`src/rtl/xfr_pkg.sv`:
```
`timescale 1ns/1ps
// Shared types for the escaped word-stream frame extractor.
// Assumes 32-bit words and the reserved code block 0x80000000..0x80000007.
package xfr_pkg;
    localparam int PORT_W = 7;
    localparam logic [31:0] CODE_BASE = 32'h8000_0000;

    typedef enum logic [2:0] {
        K_DATA, K_EOF, K_PRUNE, K_ABORT, K_ESC, K_NRDY
    } xfr_kind_e;

    typedef enum logic [2:0] {
        ST_HDR, ST_BODY, ST_ESC, ST_PRUNE, ST_FLUSH
    } xfr_state_e;

    typedef struct packed {
        logic [31:0] data;
        logic [3:0]  be;
        logic        sof;
        logic        eof;
        logic        drop;
    } xfr_beat_t;
endpackage

```
`src/rtl/xfr_code_decode.sv`:
```
`timescale 1ns/1ps
// Classifies one input word as data or as one of the reserved codes.
// Assumes: the optional byte reversal applies to the comparison only.
module xfr_code_decode
    import xfr_pkg::*;
(
    input  logic [31:0] word_i,
    input  logic        swap_i,
    output xfr_kind_e   kind_o,
    output logic [1:0]  pad_o
);
    logic [31:0] swapped;
    logic [31:0] cmp;

    // byte-reversed copy of the word, one lane per generate step
    for (genvar g = 0; g < 4; g++) begin : g_rev
        assign swapped[8*g +: 8] = word_i[8*(3-g) +: 8];
    end

    // pick the byte order used for the code comparison
    always_comb cmp = swap_i ? swapped : word_i;

    // map the compared word onto a code kind and end-code pad count
    always_comb begin
        kind_o = K_DATA;
        pad_o  = cmp[1:0];
        if (cmp[31:3] == CODE_BASE[31:3]) begin
            case (cmp[2:0])
                3'd0, 3'd1, 3'd2, 3'd3: kind_o = K_EOF;
                3'd4:                   kind_o = K_PRUNE;
                3'd5:                   kind_o = K_ABORT;
                3'd6:                   kind_o = K_ESC;
                default:                kind_o = K_NRDY;
            endcase
        end
    end
endmodule

```
`src/rtl/xfr_hdr_capture.sv`:
```
`timescale 1ns/1ps
// Captures the four header bytes that hold the source port field and
// derives the port from them. Assumes those bytes all lie in header words
// before the last one, so the port is ready when the last word arrives.
module xfr_hdr_capture
    import xfr_pkg::*;
#(
    parameter int PORT_BYTE = 27,
    parameter int IDX_W     = 4
) (
    input  logic              clk,
    input  logic              rst_n,
    input  logic              take_i,
    input  logic [IDX_W-1:0]  idx_i,
    input  logic [31:0]       word_i,
    output logic [PORT_W-1:0] port_o
);
    logic [31:0] field;
    logic        unused_bits;

    for (genvar b = 0; b < 4; b++) begin : g_lane
        localparam int BI = PORT_BYTE + b;
        localparam int WI = BI / 4;
        localparam int LI = BI % 4;
        logic [7:0] byte_q;
        // hold header byte PORT_BYTE+b when its word passes by
        always_ff @(posedge clk) begin
            if (!rst_n)
                byte_q <= 8'h00;
            else if (take_i && idx_i == IDX_W'(WI))
                byte_q <= word_i[8*LI +: 8];
        end
    end

    assign field       = {g_lane[0].byte_q, g_lane[1].byte_q,
                          g_lane[2].byte_q, g_lane[3].byte_q};
    // port is bits PORT_W..1 of the field shifted right by five
    assign port_o      = field[PORT_W+5:6];
    assign unused_bits = ^{field[31:PORT_W+6], field[5:0]};
endmodule

```
`src/rtl/xfr_beat_reg.sv`:
```
`timescale 1ns/1ps
// Output register stage for one beat plus its length and port sideband.
// Assumes the caller raises emit_i for at most one beat per cycle.
module xfr_beat_reg
    import xfr_pkg::*;
#(
    parameter int LEN_W = 16
) (
    input  logic              clk,
    input  logic              rst_n,
    input  logic              emit_i,
    input  xfr_beat_t         beat_i,
    input  logic [LEN_W-1:0]  len_i,
    input  logic [PORT_W-1:0] port_i,
    output logic              valid_o,
    output xfr_beat_t         beat_o,
    output logic [LEN_W-1:0]  len_o,
    output logic [PORT_W-1:0] port_o
);
    // register the beat on emit, keep the last one otherwise
    always_ff @(posedge clk) begin
        if (!rst_n) begin
            valid_o <= 1'b0;
            beat_o  <= '0;
            len_o   <= '0;
            port_o  <= '0;
        end else begin
            valid_o <= emit_i;
            if (emit_i) begin
                beat_o <= beat_i;
                len_o  <= len_i;
                port_o <= port_i;
            end
        end
    end
endmodule

```
`src/rtl/xtr_frame_rebuild.sv`:
```
`timescale 1ns/1ps
// Rebuilds frames from an escaped 32-bit extraction word stream.
// Collects HDR_WORDS header words, checks the source port against
// PORT_COUNT, then forwards payload words one word late so the following
// code word can mark the end. Assumes the output side is always ready.
module xtr_frame_rebuild
    import xfr_pkg::*;
#(
    parameter int HDR_WORDS    = 9,
    parameter int PORT_BYTE    = 27,
    parameter int PORT_COUNT   = 65,
    parameter int LEN_W        = 16,
    parameter int FLUSH_CYCLES = 8
) (
    input  logic              clk,
    input  logic              rst_n,
    input  logic              cfg_byte_swap,
    input  logic              in_valid,
    input  logic [31:0]       in_data,
    output logic              in_ready,
    output logic              flush_req,
    output logic              out_valid,
    output logic [31:0]       out_data,
    output logic [3:0]        out_be,
    output logic              out_sof,
    output logic              out_eof,
    output logic              out_drop,
    output logic [LEN_W-1:0]  out_len,
    output logic [PORT_W-1:0] out_src_port
);
    localparam int IDX_W = (HDR_WORDS > 1) ? $clog2(HDR_WORDS) : 1;
    localparam int FL_W  = $clog2(FLUSH_CYCLES + 1);
    localparam logic [IDX_W-1:0] HDR_LAST   = IDX_W'(HDR_WORDS - 1);
    localparam logic [LEN_W-1:0] WORD_BYTES = LEN_W'(4);
    localparam logic [LEN_W-1:0] FCS_BYTES  = LEN_W'(4);

    xfr_state_e        state_q, state_n;
    logic [IDX_W-1:0]  idx_q, idx_n;
    logic [LEN_W-1:0]  bytes_q, bytes_n;
    logic [31:0]       pend_q, pend_n;
    logic              pend_v_q, pend_v_n;
    logic              first_q, first_n;
    logic [PORT_W-1:0] port_q, port_n;
    logic [FL_W-1:0]   fl_q, fl_n;

    logic              acc;
    logic              take_lit;
    logic              port_ok;
    logic              emit;
    xfr_beat_t         beat;
    xfr_beat_t         beat_q;
    logic [LEN_W-1:0]  len_n;
    xfr_kind_e         kind;
    logic [1:0]        pad;
    logic [PORT_W-1:0] hdr_port;

    // saturating subtraction used for the reported length
    function automatic logic [LEN_W-1:0] sat_sub(input logic [LEN_W-1:0] a,
                                                 input logic [LEN_W-1:0] b);
        logic [LEN_W:0] d;
        d = {1'b0, a} - {1'b0, b};
        return d[LEN_W] ? '0 : d[LEN_W-1:0];
    endfunction

    // valid-lane mask of the last word for a given count of unused bytes
    function automatic logic [3:0] lane_mask(input logic [1:0] unused);
        case (unused)
            2'd0:    return 4'hF;
            2'd1:    return 4'h7;
            2'd2:    return 4'h3;
            default: return 4'h1;
        endcase
    endfunction

    xfr_code_decode u_decode (
        .word_i (in_data),
        .swap_i (cfg_byte_swap),
        .kind_o (kind),
        .pad_o  (pad)
    );

    xfr_hdr_capture #(
        .PORT_BYTE (PORT_BYTE),
        .IDX_W     (IDX_W)
    ) u_hdr (
        .clk    (clk),
        .rst_n  (rst_n),
        .take_i (acc && state_q == ST_HDR),
        .idx_i  (idx_q),
        .word_i (in_data),
        .port_o (hdr_port)
    );

    // input stalls only while a flush is in progress
    assign in_ready  = (state_q != ST_FLUSH);
    assign flush_req = (state_q == ST_FLUSH);
    assign acc       = in_valid && in_ready;

    // range check of the freshly captured source port
    always_comb port_ok = (int'(hdr_port) < PORT_COUNT);

    // frame sequencing: header, payload, escape, prune tail, flush stall
    always_comb begin
        state_n  = state_q;
        idx_n    = idx_q;
        bytes_n  = bytes_q;
        pend_n   = pend_q;
        pend_v_n = pend_v_q;
        first_n  = first_q;
        port_n   = port_q;
        fl_n     = fl_q;
        emit     = 1'b0;
        beat     = '0;
        len_n    = '0;
        take_lit = acc && ((state_q == ST_ESC) ||
                           (state_q == ST_BODY && kind == K_DATA));

        if (take_lit) begin
            bytes_n  = bytes_q + WORD_BYTES;
            pend_n   = in_data;
            pend_v_n = 1'b1;
            if (pend_v_q) begin
                emit      = 1'b1;
                beat.data = pend_q;
                beat.be   = 4'hF;
                beat.sof  = first_q;
                first_n   = 1'b0;
            end
            if (state_q == ST_ESC)
                state_n = ST_BODY;
        end

        case (state_q)
            ST_HDR: begin
                if (acc) begin
                    if (idx_q == HDR_LAST) begin
                        idx_n  = '0;
                        port_n = hdr_port;
                        if (port_ok) begin
                            state_n  = ST_BODY;
                            first_n  = 1'b1;
                            bytes_n  = '0;
                            pend_v_n = 1'b0;
                        end else begin
                            state_n   = ST_FLUSH;
                            fl_n      = FL_W'(FLUSH_CYCLES - 1);
                            emit      = 1'b1;
                            beat.sof  = 1'b1;
                            beat.eof  = 1'b1;
                            beat.drop = 1'b1;
                        end
                    end else begin
                        idx_n = idx_q + IDX_W'(1);
                    end
                end
            end
            ST_BODY: begin
                if (acc) begin
                    case (kind)
                        K_ESC: state_n = ST_ESC;
                        K_EOF: begin
                            emit      = 1'b1;
                            beat.data = pend_v_q ? pend_q : '0;
                            beat.be   = pend_v_q ? lane_mask(pad) : 4'h0;
                            beat.sof  = first_q;
                            beat.eof  = 1'b1;
                            len_n     = sat_sub(sat_sub(bytes_q, LEN_W'(pad)), FCS_BYTES);
                            pend_v_n  = 1'b0;
                            state_n   = ST_HDR;
                        end
                        K_ABORT: begin
                            emit      = 1'b1;
                            beat.data = pend_v_q ? pend_q : '0;
                            beat.be   = pend_v_q ? 4'hF : 4'h0;
                            beat.sof  = first_q;
                            beat.eof  = 1'b1;
                            beat.drop = 1'b1;
                            len_n     = sat_sub(bytes_q, FCS_BYTES);
                            pend_v_n  = 1'b0;
                            state_n   = ST_HDR;
                        end
                        K_PRUNE: begin
                            if (pend_v_q) begin
                                emit      = 1'b1;
                                beat.data = pend_q;
                                beat.be   = 4'hF;
                                beat.sof  = first_q;
                                first_n   = 1'b0;
                            end
                            pend_v_n = 1'b0;
                            state_n  = ST_PRUNE;
                        end
                        default: ;
                    endcase
                end
            end
            ST_PRUNE: begin
                if (acc) begin
                    emit      = 1'b1;
                    beat.data = in_data;
                    beat.be   = 4'hF;
                    beat.sof  = first_q;
                    beat.eof  = 1'b1;
                    beat.drop = 1'b1;
                    len_n     = sat_sub(bytes_q + WORD_BYTES, FCS_BYTES);
                    bytes_n   = bytes_q + WORD_BYTES;
                    state_n   = ST_HDR;
                end
            end
            ST_FLUSH: begin
                if (fl_q == '0)
                    state_n = ST_HDR;
                else
                    fl_n = fl_q - FL_W'(1);
            end
            default: ;
        endcase
    end

    // state registers of the frame sequencer
    always_ff @(posedge clk) begin
        if (!rst_n) begin
            state_q  <= ST_HDR;
            idx_q    <= '0;
            bytes_q  <= '0;
            pend_q   <= '0;
            pend_v_q <= 1'b0;
            first_q  <= 1'b0;
            port_q   <= '0;
            fl_q     <= '0;
        end else begin
            state_q  <= state_n;
            idx_q    <= idx_n;
            bytes_q  <= bytes_n;
            pend_q   <= pend_n;
            pend_v_q <= pend_v_n;
            first_q  <= first_n;
            port_q   <= port_n;
            fl_q     <= fl_n;
        end
    end

    xfr_beat_reg #(
        .LEN_W (LEN_W)
    ) u_out (
        .clk     (clk),
        .rst_n   (rst_n),
        .emit_i  (emit),
        .beat_i  (beat),
        .len_i   (len_n),
        .port_i  (port_n),
        .valid_o (out_valid),
        .beat_o  (beat_q),
        .len_o   (out_len),
        .port_o  (out_src_port)
    );

    assign out_data = beat_q.data;
    assign out_be   = beat_q.be;
    assign out_sof  = beat_q.sof;
    assign out_eof  = beat_q.eof;
    assign out_drop = beat_q.drop;

    AST_HDR_SILENT: assert property (@(posedge clk) disable iff (!rst_n)
        (state_q == ST_HDR && acc && idx_q != HDR_LAST) |=> !out_valid);

    AST_FLUSH_AFTER_DROP: assert property (@(posedge clk) disable iff (!rst_n)
        $rose(flush_req) |-> (out_valid && out_eof && out_drop && out_be == 4'h0));

    AST_MID_BEAT_FULL: assert property (@(posedge clk) disable iff (!rst_n)
        (out_valid && !out_eof) |-> (out_be == 4'hF && !out_drop));

    AST_NEXT_FRAME_SOF: assert property (@(posedge clk) disable iff (!rst_n)
        (out_valid && out_eof) |=> (!out_valid || out_sof));

    AST_NRDY_SILENT: assert property (@(posedge clk) disable iff (!rst_n)
        (state_q == ST_BODY && acc && kind == K_NRDY) |=> !out_valid);

    AST_ACCEPT_NEEDS_EOF: assert property (@(posedge clk) disable iff (!rst_n)
        (out_valid && out_eof && !out_drop) |->
            $past(state_q == ST_BODY && acc && kind == K_EOF));
endmodule

```
`config.mk`:
```
export PLATFORM = sky130hd
export DESIGN_NAME = xtr_frame_rebuild
export DESIGN_NICKNAME = d
export VERILOG_FILES = /design/src/rtl/xfr_pkg.sv /design/src/rtl/xfr_code_decode.sv /design/src/rtl/xfr_hdr_capture.sv /design/src/rtl/xfr_beat_reg.sv /design/src/rtl/xtr_frame_rebuild.sv
export SDC_FILE = /design/constraint.sdc
export NUM_CORES = 1
export LEC_CHECK = 0
export ABC_AREA = 1
export BUFFER_PORTS_ARGS = -buffer_cell sky130_fd_sc_hd__buf_4
export CAP_MARGIN = 20
export CORE_MARGIN = 1.5
export CORE_UTILIZATION = 25
export CTS_BUF_LIST = sky130_fd_sc_hd__clkbuf_8
export DETAILED_ROUTE_END_ITERATION = 8
export PLACE_DENSITY_LB_ADDON = 0.3
export SKIP_CTS_REPAIR_TIMING = 1
export SYNTH_ARGS = -nofsm -noshare
export SYNTH_HDL_FRONTEND = slang
export SYNTH_SLANG_ARGS = --single-unit
```
`constraint.sdc`:
```
create_clock -name clk -period 2.8 [get_ports clk]
set_input_delay 0.42 -clock clk [delete_from_list [all_inputs] [get_ports clk]]
set_output_delay 0.42 -clock clk [all_outputs]
set_load 0.02 [all_outputs]
```
==> impl_metrics.env <==
export IMPL_hold_violations=0
export IMPL_clock_fmax_mhz=381
export IMPL_portBuffers=100
export IMPL_cts_buffers=17
export IMPL_ys_types=45
export IMPL_cp_arrival_ns=3.01
export IMPL_cts_tree="yes"
export IMPL_slew_headroom_pct=37.4
export IMPL_routedWlPerCell_um=16.6
export IMPL_syn_area_per_cell_um2=6.22
export IMPL_setup_viol=0
export IMPL_crit_path_end_kind="flip-flop"
export IMPL_synth_nets=1414
export IMPL_worstSetupPathType="flip-flop to flip-flop"
export IMPL_crit_path_max_fanout=9
export IMPL_core_area_um2=33400
export IMPL_worst_setup_path_start_kind="flip-flop"
export IMPL_ioPinCount=101
export IMPL_die_w_um=187
export IMPL_routed_wl_um=32800
export IMPL_ant_nets=0
export IMPL_cts_max_level=4
export IMPL_drc_errors=0
export IMPL_start_util_pct=25.4
export IMPL_grt_pass1_vias=8920
export IMPL_gp_congestion=0.937
export IMPL_outcome="complete, no violations"
export IMPL_synth_edff_count=0
export IMPL_cts_sinks=136
export IMPL_cap_violations=0
export IMPL_hold_path_class="primary input to flip-flop"
export IMPL_area_delta_synth_final_pct=28.4
export IMPL_ir_worst_vdd_v=0.000252
export IMPL_final_cell_mix="323 x nand2_1, 188 x buf_4, 155 x nor2_1, 154 x o21ai_0, 141 x inv_1"
export IMPL_grt_usage_pct=18.5
export IMPL_fillers=3690
export IMPL_clk_pin_slew_ns=0.11
export IMPL_finalCriticalPeriod_ns=2.62
export IMPL_netlist_area_um2=8490
export IMPL_clockRootBuffer="clkbuf_8"
export IMPL_yosysWarningCount=0
export IMPL_skew_ns=0.0318
export IMPL_p_leak_nw=5.03
export IMPL_yosysSeqAreaShare_pct=32.1
export IMPL_dp_hpwl_um=24700
export IMPL_viasPerCell=4.85
export IMPL_die_area_um2=35100
export IMPL_power_density_nw_per_um2=384
export IMPL_worstPathRequired_ns=3.19
export IMPL_final_max_slew_viol_count=0
export IMPL_tns_ns=0
export IMPL_antenna_found_initial=0
export IMPL_postPlaceCellArea_um2=10400
export IMPL_period_share_pct=93.7
export IMPL_final_cells=1979
export IMPL_firstDrtPassIters=6
export IMPL_die_y_um=187
export IMPL_postSynthCellCount=1366
export IMPL_vias=9606
export IMPL_worst_pin_slew_ns=0.938
export IMPL_grt_pass1_wl_um=50800
export IMPL_nets=1566
export IMPL_synth_ff_type="dfxtp_1"
export IMPL_grt_max_degree=47
export IMPL_overflow=0
export IMPL_placed_cells=1946
export IMPL_synth_seq_cells=136
export IMPL_synthArstFlopShare_pct=0
export IMPL_insertion_delay_ns=0.48
export IMPL_clockBufferDepth=2
export IMPL_drtIter0Drc=787
export IMPL_final_common_cell="nand2_1"
export IMPL_final_area_um2=10900
export IMPL_rows=67
export IMPL_drive_gt1_share_pct=19.2
export IMPL_num_antenna_cells=0
-- where the power goes --
part / switching, mW / total [mW] / internal [mW]
sequential: 0.00196 / 1.94 / 1.94
clock: 0.959 / 1.80 / 0.838
combinational: 0.288 / 0.456 / 0.168
-- critical path: stages (launching register included) --
cell and delay (ns):
dfxtp_1 0.59, nand4_1 0.23, nor2_1 0.27, nand2_1 0.10
o21ai_1 0.22, nand2_1 0.10, nor2_1 0.21, nand3_1 0.17
nor2_1 0.14, nor2_1 0.06, a21oi_1 0.20, o21ai_0 0.12
nand2_1 0.08, nand2_1 0.04
-- cells in the mapped netlist, types with 3 or more instances --
cell,number,area [µm²]
o21ai_0,157,786
nand2_1,327,1230
nand3_2,5,50.1
a31oi_1,5,31.3
buf_4,4,30.0
buf_2,15,75.1
a21oi_1,63,315
buf_1,4,15.0
xnor2_1,4,35.0
nor2_2,9,56.3
nor2_1,166,623
nor4_1,3,18.8
xor2_1,16,140
o21a_1,3,22.5
o22ai_1,5,31.3
nand3_1,90,450
inv_1,141,529
nand4_1,33,206
nand2_2,6,37.5
o211ai_1,11,82.6
inv_2,7,26.3
dfxtp_1,136,2720
o21ai_1,24,120
nor3_1,48,240
mux2i_1,7,70.1
ha_1,12,150
clkbuf_1,38,143
-- state kept, by name (all words and copies together), names as in the netlist --
signal               cells
idx_q                    4
bytes_q                 14
pend_v_q                 1
port_q                   7
pend_q                  32
fl_q                     4
u_hdr.g_lane.byte_q      7
u_out.valid_o            1
u_out.port_o             7
first_q                  1
state_q                  3
u_out.len_o             16
u_out.beat_o            39
-- path summary, 6_finish.rpt --
path	from	endpoint	slack [ns]	depth (start not counted)
max	bytes_q[4]$_SDFF_PN0_	u_out.len_o[14]$_SDFFE_PN0P_	0.18	13
min	in_data[6]	pend_q[6]$_SDFFE_PN0P_	0.23	3
max reg2reg	bytes_q[4]$_SDFF_PN0_	u_out.len_o[14]$_SDFFE_PN0P_	0.18	13
min reg2reg	u_out.beat_o[1]$_SDFFE_PN0P_	u_out.beat_o[1]$_SDFFE_PN0P_	0.46	2
-- cell families after synthesis --
| logic type | synth area share, % |
|---|---|
| compound gates | 17.1 |
| flops | 32.1 |
| fa+ha+maj | 1.77 |
| mux | 0.825 |
| xor+xnor | 2.06 |
| simple gates | 36.2 |
| buf+inv | 10.0 |
-- routing by layer --
layer	global-route usage (%)	routed length [µm]
met5	0	0
met4	5.37	679
met3	3.17	1730
met2	31.7	15800
met1	23.7	14600
-- metrics by stage --
stage	power, mW	hold slack, ns	setup WS (ns)	util [%]
floorplan	2.24	0.437	0.0315	-
CTS	4.22	0.203	0.0812	32.4
detailed placement	2.43	0.447	-0.0672	31.2
finish	4.19	0.228	0.177	32.6
global placement	2.43	0.445	-0.0801	31.2
global route	4.36	0.215	-0.00733	32.6
-- cell type report --
class / instances / area [µm²] / area share (%)
multi-input combinational: 1017 / 5050 / 46.4
sequential: 136 / 2730 / 25.0
timing repair buffer: 197 / 1590 / 14.6
tap: 448 / 561 / 5.14
inverter: 149 / 559 / 5.13
clock buffer: 18 / 248 / 2.27
clock inverter: 14 / 161 / 1.48
Power figures use the tool's default switching activity.
